## src/rtl/bsc_pkg.sv

```systemverilog
package bsc_pkg;

   typedef enum logic {
      PH_PAR_LOW  = 1'b0,
      PH_PAR_HIGH = 1'b1
   } par_end_e;

   function automatic par_end_e next_end(input par_end_e cur);
      return (cur == PH_PAR_LOW) ? PH_PAR_HIGH : PH_PAR_LOW;
   endfunction

endpackage

```

## src/rtl/bsc_phase_track.sv

```systemverilog
module bsc_phase_track
   import bsc_pkg::*;
(
   input  logic     clk,
   input  logic     rst_n,
   input  logic     advance,
   output par_end_e cur_end
);

   par_end_e end_q;

   always_ff @(posedge clk) begin
      if (!rst_n)       end_q <= PH_PAR_LOW;
      else if (advance) end_q <= next_end(end_q);
   end

   assign cur_end = end_q;

endmodule

```

## src/rtl/bsc_encoder.sv

```systemverilog
module bsc_encoder
   import bsc_pkg::*;
#(
   parameter int FLIT_W = 16
) (
   input  logic                clk,
   input  logic                rst_n,
   input  logic [FLIT_W-1:0]   flit,
   input  logic                flit_vld,
   output logic [2*FLIT_W:0]   word,
   output logic                word_vld
);

   localparam int DUP_W  = 2 * FLIT_W;
   localparam int LINK_W = DUP_W + 1;

   logic [DUP_W-1:0]  dup;
   logic              par;
   logic [LINK_W-1:0] word_low, word_high;
   par_end_e          cur_end;

   for (genvar i = 0; i < FLIT_W; i++) begin : g_dup
      assign dup[2*i]   = flit[i];
      assign dup[2*i+1] = flit[i];
   end

   assign par       = ^flit;
   assign word_low  = {dup, par};
   assign word_high = {par, dup};

   bsc_phase_track u_phase (
      .clk     (clk),
      .rst_n   (rst_n),
      .advance (flit_vld),
      .cur_end (cur_end)
   );

   always_ff @(posedge clk) begin
      if (!rst_n) begin
         word     <= '0;
         word_vld <= 1'b0;
      end else begin
         word_vld <= flit_vld;
         if (flit_vld)
            word <= (cur_end == PH_PAR_LOW) ? word_low : word_high;
      end
   end

endmodule

```

## src/rtl/bsc_decoder.sv

```systemverilog
module bsc_decoder
   import bsc_pkg::*;
#(
   parameter int FLIT_W = 16
) (
   input  logic                clk,
   input  logic                rst_n,
   input  logic [2*FLIT_W:0]   word,
   input  logic                word_vld,
   output logic [FLIT_W-1:0]   flit,
   output logic                flit_vld
);

   localparam int DUP_W = 2 * FLIT_W;

   par_end_e          cur_end;
   logic [DUP_W-1:0]  dup;
   logic              par_rx;
   logic [FLIT_W-1:0] copy_lo, copy_hi, pick;

   bsc_phase_track u_phase (
      .clk     (clk),
      .rst_n   (rst_n),
      .advance (word_vld),
      .cur_end (cur_end)
   );

   // strip the parity wire from whichever end carries it this phase
   assign dup    = (cur_end == PH_PAR_LOW) ? word[DUP_W:1] : word[DUP_W-1:0];
   assign par_rx = (cur_end == PH_PAR_LOW) ? word[0]       : word[DUP_W];

   for (genvar i = 0; i < FLIT_W; i++) begin : g_split
      assign copy_lo[i] = dup[2*i];
      assign copy_hi[i] = dup[2*i+1];
   end

   assign pick = ((^copy_lo) == par_rx) ? copy_lo : copy_hi;

   always_ff @(posedge clk) begin
      if (!rst_n) begin
         flit     <= '0;
         flit_vld <= 1'b0;
      end else begin
         flit_vld <= word_vld;
         if (word_vld) flit <= pick;
      end
   end

endmodule

```

## src/rtl/bsc_link_codec.sv

```systemverilog
module bsc_link_codec #(
   parameter int FLIT_W = 16
) (
   input  logic                clk,
   input  logic                rst_n,
   input  logic [FLIT_W-1:0]   tx_flit,
   input  logic                tx_valid,
   output logic [2*FLIT_W:0]   link_word,
   output logic                link_valid,
   input  logic [2*FLIT_W:0]   rx_word,
   input  logic                rx_valid,
   output logic [FLIT_W-1:0]   rx_flit,
   output logic                rx_flit_valid
);

   if (FLIT_W < 1) begin : g_bad_width
      $error("bsc_link_codec: FLIT_W must be at least 1");
   end

   bsc_encoder #(.FLIT_W(FLIT_W)) u_enc (
      .clk      (clk),
      .rst_n    (rst_n),
      .flit     (tx_flit),
      .flit_vld (tx_valid),
      .word     (link_word),
      .word_vld (link_valid)
   );

   bsc_decoder #(.FLIT_W(FLIT_W)) u_dec (
      .clk      (clk),
      .rst_n    (rst_n),
      .word     (rx_word),
      .word_vld (rx_valid),
      .flit     (rx_flit),
      .flit_vld (rx_flit_valid)
   );

endmodule

```

## config.mk

```make
export PLATFORM = sky130hd
export DESIGN_NAME = bsc_link_codec
export DESIGN_NICKNAME = d
export VERILOG_FILES = /design/src/rtl/bsc_pkg.sv /design/src/rtl/bsc_phase_track.sv /design/src/rtl/bsc_encoder.sv /design/src/rtl/bsc_decoder.sv /design/src/rtl/bsc_link_codec.sv
export SDC_FILE = /design/constraint.sdc
export NUM_CORES = 1
export LEC_CHECK = 0
export BUFFER_PORTS_ARGS = -buffer_cell sky130_fd_sc_hd__buf_2
export CAP_MARGIN = 40
export CORE_MARGIN = 2
export CORE_UTILIZATION = 32
export CTS_CLUSTER_DIAMETER = 40
export CTS_CLUSTER_SIZE = 30
export DETAILED_ROUTE_END_ITERATION = 8
export PLACE_DENSITY = 0.65
export SYNTH_ARGS = -nofsm -noshare
export SYNTH_HDL_FRONTEND = slang
export SYNTH_SLANG_ARGS = --single-unit
export TNS_END_PERCENT = 100
```

## constraint.sdc

```tcl
create_clock -name clk -period 2.9 [get_ports clk]
set_input_delay 0.145 -clock clk [delete_from_list [all_inputs] [get_ports clk]]
set_output_delay 0.145 -clock clk [all_outputs]
set_load 0.005 [all_outputs]
```

==> results.sh <==
export IMPL_status="completed"
export IMPL_cts_tree="done"
export IMPL_drt_iter0_markers=17
export IMPL_drive_gt1_share_pct=34.6
export IMPL_syn_nets=333
export IMPL_end_kind="flop"
export IMPL_netlist_area_sq_um=2990
export IMPL_netlist_area_leader_share_pct=35.5
export IMPL_n_antenna_cell=0
export IMPL_cts_root_buffer="clkbuf_8"
export IMPL_cp_arrival_ns=2.53
export IMPL_top_layer="met5"
export IMPL_cts_resized_gates=0
export IMPL_firstDrtPassIters=4
export IMPL_async_flop_share_pct=0
export IMPL_start_kind="flop"
export IMPL_finalPower_mw=2.32
export IMPL_timing_fmax_mhz=430
export IMPL_netlist_instances=280
export IMPL_grt_antenna_before_repair=1
export IMPL_ir_worst_vdd_mv=0.327
export IMPL_numCtsBuffers=5
export IMPL_maxCapViolCount=0
export IMPL_power_frac_comb_pct=41.8
export IMPL_finalSetupViolations=0
export IMPL_path_max_fanout=21
export IMPL_io_buffers=103
export IMPL_max_stage_delay_ns=0.67
export IMPL_clock_sinks=53
export IMPL_dieHeight_um=101
export IMPL_hold_viol_final=0
export IMPL_ctsHoldBuffers=0
export IMPL_dieArea_sq_um=10100
export IMPL_cp_cell_sequence="mux2i_1 -> xnor2_1 -> xnor3_1 -> buf_4 -> mux2i_1 -> a22o_1"
export IMPL_seq_area_frac_synth_pct=35.5
export IMPL_routed_wl_um=6940
export IMPL_first_global_vias=2418
export IMPL_dp_slack_ns=0.574
export IMPL_start_util_pct=32.6
export IMPL_wl_per_cell_um=14.2
export IMPL_slew_headroom_pct=61.3
export IMPL_io_pins=104
export IMPL_viasPerCell=4.87
export IMPL_switchingPower_uw=773
export IMPL_die_w_um=101
export IMPL_grt_ovfl_total=0
export IMPL_drtAntennaViolNets=0
export IMPL_grt_start_max_net_pins=41
export IMPL_setup_ws_ns=0.572
export IMPL_htreeDepth=2
export IMPL_synth_flop_cell="dfxtp_1"
export IMPL_synth_distinct_cells=21
export IMPL_route_vias_total=2370
export IMPL_p_per_area_nw_per_um2=634
export IMPL_cp_common_cell="mux2i_1"
export IMPL_synth_edf_count=0
export IMPL_cp_required_ns=3.10
export IMPL_synth_top_area_cell="dfxtp_1"
export IMPL_dr_wl_met3_um=635
export IMPL_drcViolationCount=0
export IMPL_grt_first_pass_wirelength_um=11500
export IMPL_fin_nets=428
export IMPL_p_leak_nw=1.83
export IMPL_yosysMostFrequentCell="mux2i_1"
export IMPL_tns_ns=0
export IMPL_drv_slew=0
export IMPL_clkTransAtPathRegs_ns=0.11
export IMPL_critPathSlowestCell="dfxtp_2"
export IMPL_yosys_warnings=0
export IMPL_cts_max_path_buffers=2
export IMPL_postCtsSetupBuffers=0
export IMPL_post_route_period_util_pct=80.3
export IMPL_clk_latency_ns=0.31
export IMPL_route_met2_wl_um=3090
export IMPL_tightest_slew_ns=0.580
export IMPL_num_fill_cells=909
export IMPL_p_int_mw=1.55
export IMPL_synth_area_per_cell_sq_um=10.7
export IMPL_grt_setup_unrepaired="false"
export IMPL_place_hpwl_um=5190
export IMPL_netlist_top_cells_count="87 x mux2i_1, 53 x dfxtp_1, 23 x xnor2_1, 19 x nor2b_1"
export IMPL_gp_congestion=0.840
export IMPL_critPathKind="reg2reg"
export IMPL_grt_total_usage_pct=14.0
export IMPL_finClkSkew_ns=0.0100
export IMPL_seqPwrFrac_pct=38.4
export IMPL_synth_area_leaders="dfxtp_1 36%, mux2i_1 29%, xnor2_1 6.7%"
export IMPL_coreArea_sq_um=9150
export IMPL_drt_met1_wl_um=3160
export IMPL_swShare_pct=33.3
export IMPL_clkPwrFrac_pct=19.8
export IMPL_area_delta_synth_final_pct=22.7
export IMPL_min_path_type="in2reg"
export IMPL_min_period_ns=2.33
export IMPL_synth_seq_cells=53
export IMPL_rows=35
## metrics by stage
stage / std cells / hold slack [ns] / utilization, % / cell area [sq um]
global placement: 478 / 0.454 / 38.7 / 3540
global route: 487 / 0.134 / 40.0 / 3660
detailed placement: 479 / 0.459 / 38.9 / 3560
finish: 487 / 0.147 / 40.0 / 3660
CTS: 487 / 0.140 / 40.0 / 3660
floorplan: 280 / 0.315 / - / 2990
## metal layers
| layer | vias to the layer above | track usage, % |
|---|---|---|
| li1 | 1175 | - |
| met1 | 1103 | 18.4 |
| met2 | 84 | 22.2 |
| met3 | 6 | 5.13 |
| met4 | 2 | 2.63 |
| met5 | - | 0 |
## worst paths after layout
path / start / end / slack, ns / cells past startpoint
worst max-delay path: u_dec.u_phase.cur_end$_SDFFE_PN0P_ / u_dec.flit[14]$_SDFFE_PN0P_ / 0.57 / 6
worst min-delay path: tx_flit[9] / u_enc.word[19]$_SDFFE_PN0P_ / 0.15 / 3
worst max register to register: u_dec.u_phase.cur_end$_SDFFE_PN0P_ / u_dec.flit[14]$_SDFFE_PN0P_ / 0.57 / 6
worst min register to register: u_dec.flit[14]$_SDFFE_PN0P_ / u_dec.flit[14]$_SDFFE_PN0P_ / 0.48 / 1
## registers in the layout, indices dropped and copies added, names as in the netlist
name,cells
u_enc.word,33
u_dec.u_phase.cur_end,1
u_enc.u_phase.cur_end,1
u_dec.flit,16
u_enc.word_vld,1
u_dec.flit_vld,1
## cells in the final DEF (no fill, tap or decap)
cell / instances
xnor3_1: 1
nand2_1: 16
and2_2: 1
a21oi_1: 3
nor2b_1: 19
a22o_2: 9
mux2i_1: 87
nor2_1: 3
dfxtp_2: 1
o211a_1: 15
a22o_1: 7
xnor2_1: 23
dfxtp_1: 52
buf_12: 1
buf_2: 103
inv_6: 1
buf_4: 7
clkinv_4: 1
and2_1: 3
xor2_1: 16
clkbuf_8: 6
o21ai_0: 1
## worst max-delay path: cells and delay by family (launching register included)
| family | cells | cell delay, ns |
|---|---|---|
| flip-flops | 1 | 0.67 |
| AO/OA/AOI/OAI | 1 | 0.23 |
| XOR/XNOR | 2 | 0.57 |
| multiplexers | 2 | 0.51 |
| buffers and inverters | 1 | 0.24 |
## layout make-up
class,count,area [sq um],share of cell area [%]
tap,111,139,3.79
timing repair buffer,111,588,16.1
sequential,53,1060,29.0
clock buffer,6,82.6,2.25
multi-input combinational,204,1770,48.4
clock inverter,2,17.5,0.478
## cell families after synthesis
group / count (synthesis) / synth area share, %
flip-flops: 53 / 35.5
AO/OA/AOI/OAI: 35 / 10.8
XOR/XNOR: 40 / 12.2
AND/OR/NAND/NOR: 42 / 7.25
multiplexers: 87 / 29.2
buffers and inverters: 23 / 5.07
## power by group through the flow
stage / registers [mW] / logic, mW / clock network (mW)
global route: 0.906 / 1.06 / 0.519
detailed placement: 0.910 / 0.979 / 0
global placement: 0.910 / 0.956 / 0
CTS: 0.895 / 0.980 / 0.484
floorplan: 0.906 / 0.812 / 0
finish: 0.893 / 0.970 / 0.460
(Power assumes the default switching activity.)
